**config.mk**
```make
export PLATFORM = sky130hd
export DESIGN_NAME = pmu_user_gate
export DESIGN_NICKNAME = d
export VERILOG_FILES = /design/src/rtl/pmu_gate_pkg.sv /design/src/rtl/pmu_gate_decode.sv /design/src/rtl/pmu_gate_perm.sv /design/src/rtl/pmu_gate_merge.sv /design/src/rtl/pmu_user_gate.sv
export SDC_FILE = /design/constraint.sdc
export NUM_CORES = 1
export LEC_CHECK = 0
export BUFFER_PORTS_ARGS = -buffer_cell sky130_fd_sc_hd__buf_4
export CAP_MARGIN = 20
export CELL_PAD_IN_SITES_DETAIL_PLACEMENT = 1
export CELL_PAD_IN_SITES_GLOBAL_PLACEMENT = 2
export CORE_MARGIN = 2
export CORE_UTILIZATION = 29
export CTS_CLUSTER_SIZE = 10
export DETAILED_ROUTE_END_ITERATION = 8
export MAX_ROUTING_LAYER = met4
export PLACE_DENSITY_LB_ADDON = 0.3
export SLEW_MARGIN = 20
export SYNTH_ARGS = -nofsm -noshare
export SYNTH_HDL_FRONTEND = slang
export SYNTH_HIERARCHICAL = 1
export SYNTH_SLANG_ARGS = --single-unit
```
**constraint.sdc**
```tcl
create_clock -name clk_i -period 2.31 [get_ports clk_i]
set_clock_uncertainty 0.1 [all_clocks]
set_input_delay 0.5775 -clock clk_i [delete_from_list [all_inputs] [get_ports clk_i]]
set_output_delay 0.5775 -clock clk_i [all_outputs]
set_load 0.02 [all_outputs]
```
**src/rtl/pmu_gate_pkg.sv**
```systemverilog
package pmu_gate_pkg;
  typedef enum logic [1:0] {
    FLT_NONE = 2'd0,
    FLT_FAC  = 2'd1,
    FLT_EMU  = 2'd2
  } fault_e;

  typedef enum logic [2:0] {
    RK_OTHER,
    RK_CTRL0,
    RK_CTRL2,
    RK_CTRLA,
    RK_CNT,
    RK_CNT_HI
  } reg_kind_e;
endpackage

```
**src/rtl/pmu_gate_decode.sv**
```systemverilog
module pmu_gate_decode
  import pmu_gate_pkg::*;
#(
  parameter int unsigned NUM_W      = 10,
  parameter int unsigned CTRL0_U    = 'h1A0,
  parameter int unsigned CTRL2_U    = 'h1A1,
  parameter int unsigned CTRLA_U    = 'h1A2,
  parameter int unsigned CNT_U_BASE = 'h1A8,
  parameter int unsigned NUM_CNT    = 6,
  parameter int unsigned HI_FIRST   = 4,
  parameter int unsigned MAP_OFS    = 'h10
) (
  input  logic             user_i,
  input  logic [NUM_W-1:0] num_i,
  output reg_kind_e        kind_o,
  output logic [NUM_W-1:0] map_num_o
);
  logic [NUM_CNT-1:0] cnt_hit;
  logic [NUM_CNT-1:0] cnt_hi;

  for (genvar i = 0; i < NUM_CNT; i++) begin : g_cnt
    assign cnt_hit[i] = (num_i == NUM_W'(CNT_U_BASE + i));
    assign cnt_hi[i]  = (i >= HI_FIRST);
  end

  always_comb begin
    kind_o = RK_OTHER;
    if (user_i) begin
      if (num_i == NUM_W'(CTRL0_U))      kind_o = RK_CTRL0;
      else if (num_i == NUM_W'(CTRL2_U)) kind_o = RK_CTRL2;
      else if (num_i == NUM_W'(CTRLA_U)) kind_o = RK_CTRLA;
      else if ((cnt_hit & cnt_hi) != '0) kind_o = RK_CNT_HI;
      else if (cnt_hit != '0)            kind_o = RK_CNT;
    end
    map_num_o = (kind_o == RK_OTHER) ? num_i : num_i + NUM_W'(MAP_OFS);
  end
endmodule

```
**src/rtl/pmu_gate_perm.sv**
```systemverilog
module pmu_gate_perm
  import pmu_gate_pkg::*;
(
  input  logic       user_i,
  input  logic       write_i,
  input  logic [1:0] mode_i,
  input  reg_kind_e  kind_i,
  output fault_e     fault_o
);
  always_comb begin
    fault_o = FLT_NONE;
    if (user_i && kind_i != RK_OTHER) begin
      if (kind_i == RK_CNT_HI && mode_i == 2'b11) begin
        fault_o = FLT_FAC;
      end else if (!write_i) begin
        if (mode_i == 2'b01) fault_o = FLT_FAC;
      end else if (!mode_i[1]) begin
        fault_o = mode_i[0] ? FLT_FAC : FLT_EMU;
      end
    end
  end
endmodule

```
**src/rtl/pmu_gate_merge.sv**
```systemverilog
module pmu_gate_merge #(
  parameter int unsigned DATA_W = 64
) (
  input  logic [DATA_W-1:0] cur_i,
  input  logic [DATA_W-1:0] wdata_i,
  input  logic [DATA_W-1:0] mask_i,
  output logic [DATA_W-1:0] rd_o,
  output logic [DATA_W-1:0] wr_o
);
  assign rd_o = cur_i & mask_i;
  assign wr_o = (cur_i & ~mask_i) | (wdata_i & mask_i);
endmodule

```
**src/rtl/pmu_user_gate.sv**
```systemverilog
module pmu_user_gate
  import pmu_gate_pkg::*;
#(
  parameter int unsigned DATA_W      = 64,
  parameter int unsigned NUM_W       = 10,
  parameter int unsigned MODE_LSB    = 18,
  parameter int unsigned CTRL0_U     = 'h1A0,
  parameter int unsigned CTRL2_U     = 'h1A1,
  parameter int unsigned CTRLA_U     = 'h1A2,
  parameter int unsigned CNT_U_BASE  = 'h1A8,
  parameter int unsigned NUM_CNT     = 6,
  parameter int unsigned HI_FIRST    = 4,
  parameter int unsigned MAP_OFS     = 'h10,
  parameter logic [63:0] CTRL0_UMASK = 64'h0000_0000_8400_0080,
  parameter logic [63:0] CTRL2_UMASK = 64'h0000_FC00_0000_0000
) (
  input  logic              clk_i,
  input  logic              rst_ni,
  input  logic              req_valid_i,
  input  logic              req_write_i,
  input  logic              req_user_i,
  input  logic [NUM_W-1:0]  req_num_i,
  input  logic [DATA_W-1:0] req_wdata_i,
  input  logic [DATA_W-1:0] ctrl0_i,
  input  logic [DATA_W-1:0] cur_data_i,
  output logic [NUM_W-1:0]  map_num_o,
  output logic              rsp_valid_o,
  output logic [1:0]        fault_o,
  output logic [DATA_W-1:0] rdata_o,
  output logic              wr_en_o,
  output logic [NUM_W-1:0]  wr_num_o,
  output logic [DATA_W-1:0] wr_data_o,
  output logic              resync_o
);
  localparam logic [DATA_W-1:0] M0      = DATA_W'(CTRL0_UMASK);
  localparam logic [DATA_W-1:0] M2      = DATA_W'(CTRL2_UMASK);
  localparam logic [NUM_W-1:0]  CTRL0_P = NUM_W'(CTRL0_U + MAP_OFS);

  reg_kind_e         kind;
  fault_e            fault;
  logic [1:0]        mode;
  logic [DATA_W-1:0] mask, rd_view, wr_val;
  logic              ok;

  assign mode = ctrl0_i[MODE_LSB +: 2];

  pmu_gate_decode #(
    .NUM_W(NUM_W), .CTRL0_U(CTRL0_U), .CTRL2_U(CTRL2_U), .CTRLA_U(CTRLA_U),
    .CNT_U_BASE(CNT_U_BASE), .NUM_CNT(NUM_CNT), .HI_FIRST(HI_FIRST), .MAP_OFS(MAP_OFS)
  ) i_decode (
    .user_i   (req_user_i),
    .num_i    (req_num_i),
    .kind_o   (kind),
    .map_num_o(map_num_o)
  );

  pmu_gate_perm i_perm (
    .user_i (req_user_i),
    .write_i(req_write_i),
    .mode_i (mode),
    .kind_i (kind),
    .fault_o(fault)
  );

  // user kinds only; privileged accesses decode as RK_OTHER and see all bits
  always_comb begin
    unique case (kind)
      RK_CTRL0: mask = M0;
      RK_CTRL2: mask = M2;
      default:  mask = '1;
    endcase
  end

  pmu_gate_merge #(.DATA_W(DATA_W)) i_merge (
    .cur_i  (cur_data_i),
    .wdata_i(req_wdata_i),
    .mask_i (mask),
    .rd_o   (rd_view),
    .wr_o   (wr_val)
  );

  assign ok = req_valid_i && (fault == FLT_NONE);

  always_ff @(posedge clk_i or negedge rst_ni) begin
    if (!rst_ni) begin
      rsp_valid_o <= 1'b0;
      fault_o     <= FLT_NONE;
      rdata_o     <= '0;
      wr_en_o     <= 1'b0;
      wr_num_o    <= '0;
      wr_data_o   <= '0;
      resync_o    <= 1'b0;
    end else begin
      rsp_valid_o <= req_valid_i;
      fault_o     <= req_valid_i ? fault : FLT_NONE;
      rdata_o     <= (ok && !req_write_i) ? rd_view : '0;
      wr_en_o     <= ok && req_write_i;
      wr_num_o    <= map_num_o;
      wr_data_o   <= (ok && req_write_i) ? wr_val : '0;
      resync_o    <= ok && req_write_i && (map_num_o == CTRL0_P);
    end
  end
endmodule

```
### After elaboration in Yosys (flattened, before gate mapping)

Index checks and enable logic that the tools add are counted.

* reductions and logical operators: 12
* bitwise operators: 5
* equal/unequal tests: 15
* mux-type cells: 17
* $add $sub $neg: 1

Operator list (count)
* 64-bit AND: 3
* 64-bit 2-to-1 mux: 2
* 64-bit one-hot mux with 2 select lines: 1
* 10-bit by 9-bit == test with 1-bit output (second input constant): 10
* 64-bit inverter: 1
* 64-bit bitwise OR: 1
* 3-bit 2-to-1 mux: 6
* 2-bit 2-to-1 mux: 6
* 6-bit nonzero test: 2
* 10-bit by 5-bit adder with 10-bit output (second input constant): 1
* 10-bit 2-to-1 mux: 1
* 1-bit logical AND: 6
* 3-bit by 1-bit == test with 1-bit output (second input constant): 1
* 3-bit by 2-bit == test with 1-bit output (second input constant): 1
* 3-bit == test (second input constant): 1
* 3-bit logical NOT: 1
* 3-bit nonzero test: 1
* 2-bit by 1-bit == test with 1-bit output (second input constant): 1
* 2-bit == test (second input constant): 1
* 2-bit logical NOT: 1
* 1-bit logical NOT: 1
* 1-bit 2-to-1 mux: 1

* word-level logic and storage cells: 57
* register bits: 143
* bits of input ports: 207
* output and inout port bits: 153

### Depth between registers and ports, before layout

Gate-level depths: netlist (run 1).

* word-level depth: 16
* gate-level depth with buffers: 12
* mapped depth without buffers: 10

### Cells and area by module

Netlist (run 1), hierarchy kept.

By module, submodules not included
* pmu_user_gate: area each 4593.2 um^2, cells an instance 296, sequential area each 3578.4 um^2, times used 1
* pmu_gate_merge: area each 1441.4 um^2, cells an instance 128, sequential area each 0.0 um^2, times used 1
* pmu_gate_decode: area each 215.2 um^2, cells an instance 28, sequential area each 0.0 um^2, times used 1
* pmu_gate_perm: area each 50.0 um^2, cells an instance 8, sequential area each 0.0 um^2, times used 1

### Least setup slack after synthesis (run 1)

Ideal clock, no wire load.

* kind: input port to flip-flop
* from: input req_num_i[4]
* to: register rdata_o[63]
* required time: 2.145 ns
* arrival time: 10.780 ns
* setup time: 0.065 ns
* path slack: -8.635 ns
* buffers on the path: 0
* cell stages on the path: 9
* cell sequence: inv_1 -> ha_1 -> and2_1 -> nand2_1 -> nor4_2 -> nor2_1 -> a21boi_0 -> and2_2 -> and2_2

* elaborated cells between the ends (all ways): 31
* those cells by class: 12 x eq/ne; 10 x mux; 1 x bitwise; 8 x reduce/logical

RTL lines
* start, declared: RTL line pmu_user_gate.sv:22 `input logic [NUM_W-1:0] req_num_i,`
* 10-bit by 9-bit == test with 1-bit output: RTL line pmu_gate_decode.sv:22 `assign cnt_hit[i] = (num_i == NUM_W'(CNT_U_BASE + i));`
* 6-bit nonzero test: RTL line pmu_gate_decode.sv:32 `else if ((cnt_hit & cnt_hi) != '0) kind_o = RK_CNT_HI;`
* 3-bit 2-to-1 mux: RTL line pmu_gate_decode.sv:32
* 3-bit 2-to-1 mux: RTL line pmu_gate_decode.sv:31 `else if (num_i == NUM_W'(CTRLA_U)) kind_o = RK_CTRLA;`
* 3-bit 2-to-1 mux: RTL line pmu_gate_decode.sv:30 `else if (num_i == NUM_W'(CTRL2_U)) kind_o = RK_CTRL2;`
* 3-bit 2-to-1 mux (*): RTL line pmu_gate_decode.sv:29 `if (num_i == NUM_W'(CTRL0_U)) kind_o = RK_CTRL0;`
* 3-bit 2-to-1 mux (*): RTL line pmu_gate_decode.sv:28 `if (user_i) begin`
* named net kind[1]: RTL line pmu_user_gate.sv:39 `reg_kind_e kind;`
* 3-bit by 2-bit == test with 1-bit output or 3-bit by 1-bit == test with 1-bit output (tied branches): RTL line pmu_user_gate.sv:67 `unique case (kind)`
* 64-bit one-hot mux with 2 select lines (*): RTL line pmu_user_gate.sv:67
* 64-bit AND (*): RTL line pmu_gate_merge.sv:10 `assign rd_o = cur_i & mask_i;`
* named net rd_view[63]: RTL line pmu_user_gate.sv:42 `logic [DATA_W-1:0] mask, rd_view, wr_val;`
* 64-bit 2-to-1 mux (*): RTL line pmu_user_gate.sv:96 `rdata_o <= (ok && !req_write_i) ? rd_view : '0;`
* end signal, assigned: RTL line pmu_user_gate.sv:96
* end, declared: RTL line pmu_user_gate.sv:29 `output logic [DATA_W-1:0] rdata_o,`

Mark *: on every way through the listed nets, which the timed path passes. The rest lies on a longest branch.

### Worst setup path in the final report (run 1)

* from: input req_num_i[6]
* to: register rdata_o[1]

The elaborated chain is that of the path after synthesis.

==> out/qor.log, run 1 <==
[global_routing] GR met3 Demand/Resource 5.51%
[power_and_ir_drop] VDD IR max 0.456 mV
[placed_design] post-detailed-placement half-perimeter wirelength 14.2 mm
[worst_setup_path] Top cell by count, worst path sky130_fd_sc_hd__and2_2
[global_routing] grt met1 use 19.6%
[global_routing] global routing usage on met2 31.4%
[die] placement row count 53
[cts] Num CTS Buffers 17
[timing] FMAX 401 MHz
[timing] setup repair after global routing missed its margin yes
[finish] antenna fix cells 0
[die] Die W 151 um
[timing] Slew Viols, Final 0
[yosys] synthesis-stage register bit count 143
[worst_setup_path] worst setup path class in2reg
[worst_setup_path] crit-path cells buf_6 > and4bb_2 > nand2_4 > nor4_4 > or3b_4 > a21boi_4 > buf_12 > bufbuf_16 > and2_2 > and2_2
[finish] growth of design area from synthesis to finish 64.5%
[hold_path] worst hold path cell count 1
[die] number of placed I/O pins 360
[power_and_ir_drop] power per standard cell area 614 nW/um^2
[global_routing] number of antenna violations at the first check in global routing 0
[timing] worst hold margin 0.215 ns
[worst_setup_path] Crit path arrival time 2.70 ns
[yosys] number of enable flip-flop cells after synthesis 0
[global_routing] overall overflow remaining after global route 0
[timing] worst-margin pin slew 0.380 ns
[worst_setup_path] data required time of the worst path 2.51 ns
[yosys] Mean Syn Cell Area 13.7 sq um
[worst_setup_path] launching element type of the critical path input pin
[global_routing] global-route wire length before repair 29.7 mm
[finish] layout cells sized above 1 72.5%
[global_routing] maximum number of pins on one net before global-route repair 58
[yosys] fraction of synthesis flops using an asynchronous set or reset pin 100%
[global_routing] GRT Util Overall 18.0%
[power_and_ir_drop] final total power 6370 uW
[route] post-detailed-route wirelength per cell 18.5 um
[cts] CTS tree built
[finish] NumNets Final 1,022
[placed_design] placed cell area 9200 sq um
[yosys] number of nets produced by synthesis 669
[timing] share of the clock period used by the worst path after layout 108%
[route] detailed-route wire length 20.3 mm
[outcome] status finished, violations left
[timing] total of endpoints with negative setup slack in the final report 132
[die] y dimension of the die 151 um
[die] area of the core 21,200 sq um
[route] number of iterations in the first detailed-routing pass 4
[timing] clock period minus worst slack 2.50 ns
[finish] non-filler cells in the finished layout 1,101
[cts] total clock sinks 143
[route] via density per instance 4.30
[yosys] count of distinct cell types in the synthesized netlist 34
[outcome] violations in the final reports setup timing
[cts] maximum number of buffers from clock root to sink 2
[placed_design] Final GP Congestion 0.752
[yosys] total standard cell area after synthesis 6300 sq um
[yosys] primary flip-flop cell chosen by synthesis mapping sky130_fd_sc_hd__dfrtp_1
[power_and_ir_drop] Leak 0.00559 uW
[die] die area 22,900 sq um
[placed_design] placed instance count 1,049
[yosys] Yosys warning count 6
[cts] master cell of the clock root buffer sky130_fd_sc_hd__clkbuf_16
[route] total DRC errors in the routed layout 0
[placed_design] port buffer count 297
[route] iteration-0 DRC count of the detailed router 67
[timing] remaining max-slew budget at the tightest pin 74.7%
[hold_path] Worst Hold Class in2reg
[worst_setup_path] master of the slowest instance on the critical path sky130_fd_sc_hd__or3b_4
[finish] most common cell after layout, fill and taps aside sky130_fd_sc_hd__buf_4
[hold_path] Hold Startpoint req_valid_i
[yosys] share of the yosys chip area belonging to registers 56.8%
[timing] Setup WS post-layout -0.186 ns
[job] number of max-cap violations 0
[global_routing] vias in the first global route 5,327
[cts] clock transition at the registers of the reported paths 0.06 ns
[worst_setup_path] critical path peak fanout 19
[cts] H-Tree Level Count 4
[route] Via Count 4,738
[route] Post-DRT Antenna Nets 0
[worst_setup_path] nature of the critical path endpoint flip-flop
[global_routing] Most Used Layer, Global Route met2
[worst_setup_path] biggest cell delay along the critical path 0.42 ns
[hold_path] Hold Path Sink rsp_valid_o
[die] Initial Util 29.8%
[finish] fillcell total 2,204
[finish] cell area after layout 10,400 sq um
[timing] final hold viol count 0
[finish] commonest non-fill, non-tap cells in the layout sky130_fd_sc_hd__buf_4 (321), sky130_fd_sc_hd__dfrtp_1 (143), sky130_fd_sc_hd__and2_2 (75), sky130_fd_sc_hd__mux2_4 (64), sky130_fd_sc_hd__and2_1 (62)
[yosys] number of standard cells after synthesis 460
[timing] sum of negative setup slack -19.23 ns
## critical path: cells and delay by family
kind | cells | cell delay [ns]
buffers and inverters | 3 | 0.54
AOI/OAI and AO/OA | 1 | 0.16
and+or+nand+nor | 6 | 1.41
## worst max path at each step
stage | startpoint | endpoint | slack (ns) | depth (start not counted)
2_1_floorplan | req_num_i[6] | wr_data_o[10] | -1.77 | 7
3_3_place_gp | req_num_i[4] | rdata_o[19] | -0.65 | 11
3_5_place_dp | req_num_i[4] | rdata_o[19] | -0.70 | 11
4_1_cts | req_num_i[6] | wr_data_o[12] | -0.14 | 10
5_1_grt | req_num_i[6] | rdata_o[1] | -0.24 | 10
6_report | req_num_i[6] | rdata_o[1] | -0.19 | 10
## routing by layer
| layer | routed length, um | vias to the layer above | part of all wire [%] |
|---|---|---|---|
| li1 | - | 2190 | - |
| met4 | 246 | 0 | 1.2 |
| met5 | 0 | - | 0 |
| met2 | 10800 | 182 | 53 |
| met3 | 1580 | 23 | 7.8 |
| met1 | 7730 | 2343 | 38 |
## cells by family (layout without fill, tap and decap cells)
family	after synthesis	in the layout	share of synthesized area [%]
mux	65	65	15.4
xor+xnor	2	2	0.278
flops	143	143	56.8
fa+ha+maj	2	2	0.397
compound gates	8	8	1.33
simple gates	215	215	23.8
buf+inv	25	391	2.01
## Yosys cell counts (all sizes together), types with 2 or more instances
| library cell | n | area [sq um] |
|---|---|---|
| dfrtp | 143 | 3580 |
| mux2 | 64 | 961 |
| and4 | 2 | 18.8 |
| xnor2 | 2 | 17.5 |
| nand2 | 4 | 15.0 |
| nor4 | 2 | 18.8 |
| ha | 2 | 25.0 |
| buf | 6 | 42.5 |
| nor3 | 2 | 10.0 |
| clkbuf | 14 | 65.1 |
| nor4b | 2 | 32.5 |
| and4bb | 2 | 25.0 |
| inv | 5 | 18.8 |
| and2 | 195 | 1340 |
| nor2 | 3 | 11.3 |
## power by group
group,leakage (uW),internal (uW),switching (uW)
sequential,0.00190,2600,30.6
clock,0.000280,1610,1140
combinational,0.00340,556,432
total,0.00559,4770,1600
## sequential cells by signal, summed over array words and instances (netlist names)
name and flops:
wr_data_o 64, resync_o 1, wr_en_o 1, fault_o 2, rsp_valid_o 1, rdata_o 64, wr_num_o 10
## what timing repair did
item | in CTS | in global routing
buffers inserted | 9 | 1
hold buffers | 1 | 0
pin swaps | 14 | 12
setup endpoints to repair | 132 | 133
resized for setup | 60 | 29
gates cloned | 7 | 3
hold endpoints to repair | 36 | 0
## metrics by stage
step           setup WS, ns  utilization [%]
4_1_cts              -0.137             48.3
2_1_floorplan         -1.77                -
6_report             -0.186             49.0
3_3_place_gp         -0.653             43.5
3_5_place_dp         -0.696             43.5
5_1_grt              -0.238             49.0
## final cells by class
| cell class | count | area, sq um | share of cell area, % |
|---|---|---|---|
| clock buffers | 18 | 429 | 4.14 |
| inverters | 5 | 21.3 | 0.205 |
| multi-input cells | 292 | 2780 | 26.8 |
| flip-flops and latches | 143 | 3580 | 34.5 |
| clock inverters | 14 | 156 | 1.51 |
| well taps | 275 | 344 | 3.32 |
| repair buffers | 354 | 3060 | 29.5 |
Power figures use the tool's default switching activity.
==> inputs of run 2 (changes only) <==
--- a/config.mk
+++ b/config.mk
@@ -10,7 +10,7 @@
 export CELL_PAD_IN_SITES_DETAIL_PLACEMENT = 1
 export CELL_PAD_IN_SITES_GLOBAL_PLACEMENT = 2
 export CORE_MARGIN = 2
-export CORE_UTILIZATION = 29
+export CORE_UTILIZATION = 24
 export CTS_CLUSTER_SIZE = 10
 export DETAILED_ROUTE_END_ITERATION = 8
 export MAX_ROUTING_LAYER = met4
==> constraint.sdc (replaced) <==
create_clock -name clk_i -period 2.2 [get_ports clk_i]
set_clock_uncertainty 0.1 [all_clocks]
set_input_delay 0.55 -clock clk_i [delete_from_list [all_inputs] [get_ports clk_i]]
set_output_delay 0.55 -clock clk_i [all_outputs]
set_load 0.02 [all_outputs]
==> out/qor.log, run 2 (synthesized netlist as in run 1, its figures left out) <==
[outcome] status finished, violations left
[outcome] violations in the final reports setup timing
[global_routing] overall overflow remaining after global route 0 [unchanged]
[timing] worst-margin pin slew 0.369 ns [-0.0106 ns]
[route] via density per instance 4.07 [-5.4%]
[timing] setup repair after global routing missed its margin yes
[cts] clock transition at the registers of the reported paths 0.06 ns [about the same]
[worst_setup_path] launching element type of the critical path input pin
[job] number of max-cap violations 0 [unchanged]
[route] post-detailed-route wirelength per cell 18.4 um [-0.24%]
[cts] CTS tree built
[power_and_ir_drop] VDD IR max 0.429 mV [-5.9%]
[power_and_ir_drop] Leak 0.00557 uW [-0.38%]
[global_routing] global-route wire length before repair 30.5 mm [+2.5%]
[finish] most common cell after layout, fill and taps aside sky130_fd_sc_hd__buf_4
[finish] NumNets Final 1,030 [+0.78%]
[placed_design] placed cell area 9280 sq um [+0.90%]
[cts] maximum number of buffers from clock root to sink 2 [unchanged]
[die] die area 27,600 sq um [+20%]
[route] total DRC errors in the routed layout 0 [unchanged]
[die] area of the core 25,900 sq um [+22%]
[cts] master cell of the clock root buffer sky130_fd_sc_hd__clkbuf_16
[finish] antenna fix cells 0 [unchanged]
[global_routing] number of antenna violations at the first check in global routing 0 [unchanged]
[cts] Num CTS Buffers 17 [unchanged]
[worst_setup_path] worst setup path class in2reg
[finish] commonest non-fill, non-tap cells in the layout sky130_fd_sc_hd__buf_4 (323), sky130_fd_sc_hd__dfrtp_1 (143), sky130_fd_sc_hd__and2_1 (82), sky130_fd_sc_hd__and2_2 (74), sky130_fd_sc_hd__mux2_4 (64)
[power_and_ir_drop] final total power 6780 uW [+6.5%]
[timing] Slew Viols, Final 0 [unchanged]
[worst_setup_path] Crit path arrival time 2.64 ns [-0.06 ns]
[finish] non-filler cells in the finished layout 1,167 [+6.0%]
[finish] largest registers in the final layout rdata_o (64), wr_data_o (64), wr_num_o (10)
[timing] share of the clock period used by the worst path after layout 111%
[global_routing] GRT Util Overall 14.8% [-3.2 points]
[power_and_ir_drop] power per standard cell area 648 nW/um^2 [+5.5%]
[die] Initial Util 24.3% [-5.5 points]
[worst_setup_path] nature of the critical path endpoint flip-flop
[timing] remaining max-slew budget at the tightest pin 75.4% [+0.70 points]
[die] y dimension of the die 166 um [+9.7%]
[hold_path] Worst Hold Class in2reg
[timing] final hold viol count 0 [unchanged]
[finish] cell area after layout 10,500 sq um [+0.94%]
[timing] Setup WS post-layout -0.241 ns [-0.0553 ns]
[worst_setup_path] CP startpoint req_num_i[6]
[finish] layout cells sized above 1 70.6% [-2.0 points]
[placed_design] post-detailed-placement half-perimeter wirelength 14.2 mm [about the same]
[route] detailed-route wire length 21.5 mm [+5.7%]
[die] Die W 166 um [+9.7%]
[placed_design] port buffer count 297 [unchanged]
[timing] FMAX 410 MHz
[placed_design] Final GP Congestion 0.790 [+5.0%]
[finish] growth of design area from synthesis to finish 66.1%
[timing] clock period minus worst slack 2.44 ns
[worst_setup_path] end of the critical path wr_data_o[22]
[die] placement row count 59 [+11%]
[cts] H-Tree Level Count 4 [unchanged]
[worst_setup_path] critical path peak fanout 40 [+21]
[placed_design] worst setup slack before clock tree synthesis -0.700 ns [-0.00389 ns]
[global_routing] maximum number of pins on one net before global-route repair 50 [-14%]
[route] number of iterations in the first detailed-routing pass 5 [+1]
[cts] total clock sinks 143 [unchanged]
[worst_setup_path] data required time of the worst path 2.40 ns [-0.11 ns]
[timing] worst hold margin 0.182 ns [-0.0330 ns]
[placed_design] placed instance count 1,110 [+5.8%]
[route] iteration-0 DRC count of the detailed router 163 [+140%]
[route] Post-DRT Antenna Nets 0 [unchanged]
[global_routing] vias in the first global route 5,310 [-0.32%]
[finish] fillcell total 2,780 [+26%]
[route] Via Count 4,752 [+0.30%]
[die] number of placed I/O pins 360 [unchanged]
[timing] total of endpoints with negative setup slack in the final report 133 [+0.76%]
## run 2: cell count changes in the layout (fill, tap and decap cells not counted), sizes merged
| cell | delta |
|---|---|
| buf | +6 |
| clkbuf | +4 |
| bufinv | +1 |
| clkinv | -1 |
| inv | -2 |
| bufbuf | -2 |
## run 2: area by class of cell
type	count	area [sq um]	area share, %
Timing Repair Buffer	362	3110	29.8
Clock buffer	18	429	4.10
Clock inverter	12	161	1.54
Tap cell	335	419	4.01
Sequential cell	143	3580	34.2
Inverter	5	18.8	0.179
Multi-Input combinational cell	292	2740	26.2
## run 2: worst min path at each step
stage,start,end,slack (ns),cells after the start
6_report,req_valid_i,rsp_valid_o,0.18,1
5_1_grt,req_valid_i,rsp_valid_o,0.16,1
4_1_cts,req_valid_i,rsp_valid_o,0.16,1
3_5_place_dp,rst_ni,wr_data_o[50],0.38,1
3_3_place_gp,rst_ni,wr_data_o[50],0.37,1
2_1_floorplan,rst_ni,fault_o[0],0.15,0
## run 2: timing repair
| action | in CTS | in global routing |
|---|---|---|
| gates cloned | 4 | 12 |
| setup endpoints to repair | 133 | 133 |
| hold buffers | 1 | 0 |
| hold endpoints to repair | 33 | 0 |
| pin swaps | 2 | 8 |
| gates resized for setup | 43 | 26 |
| buffers inserted | 4 | 7 |
## run 2: power by group
| group | internal, uW | leakage (uW) | switching, uW |
|---|---|---|---|
| combinational | 591 | 0.00338 | 457 |
| clock | 1780 | 0.000279 | 1180 |
| sequential | 2730 | 0.00190 | 32.6 |
## run 2: layer usage
metal,vias up,track usage [%],wire (um)
li1,2197,-,-
met1,2358,16.8,8590
met2,178,24.8,11100
met3,19,4.93,1510
met4,0,4.39,300
met5,-,-,0
## run 2: worst max-delay path: stages
cell	delay (ns)
sky130_fd_sc_hd__buf_6	0.09
sky130_fd_sc_hd__and4bb_2	0.35
sky130_fd_sc_hd__buf_6	0.12
sky130_fd_sc_hd__and4_2	0.32
sky130_fd_sc_hd__inv_1	0.07
sky130_fd_sc_hd__o21ai_0	0.15
sky130_fd_sc_hd__a41o_1	0.28
sky130_fd_sc_hd__and4bb_2	0.30
sky130_fd_sc_hd__buf_12	0.18
sky130_fd_sc_hd__and2_1	0.19
## run 2: metrics by stage
stage	util (%)	TNS, ns
after detailed placement	35.8	-83.99
after global placement	35.8	-79.96
after global routing	40.4	-33.16
final	40.4	-25.44
after floorplan	-	-211.30
after CTS	39.0	-21.18
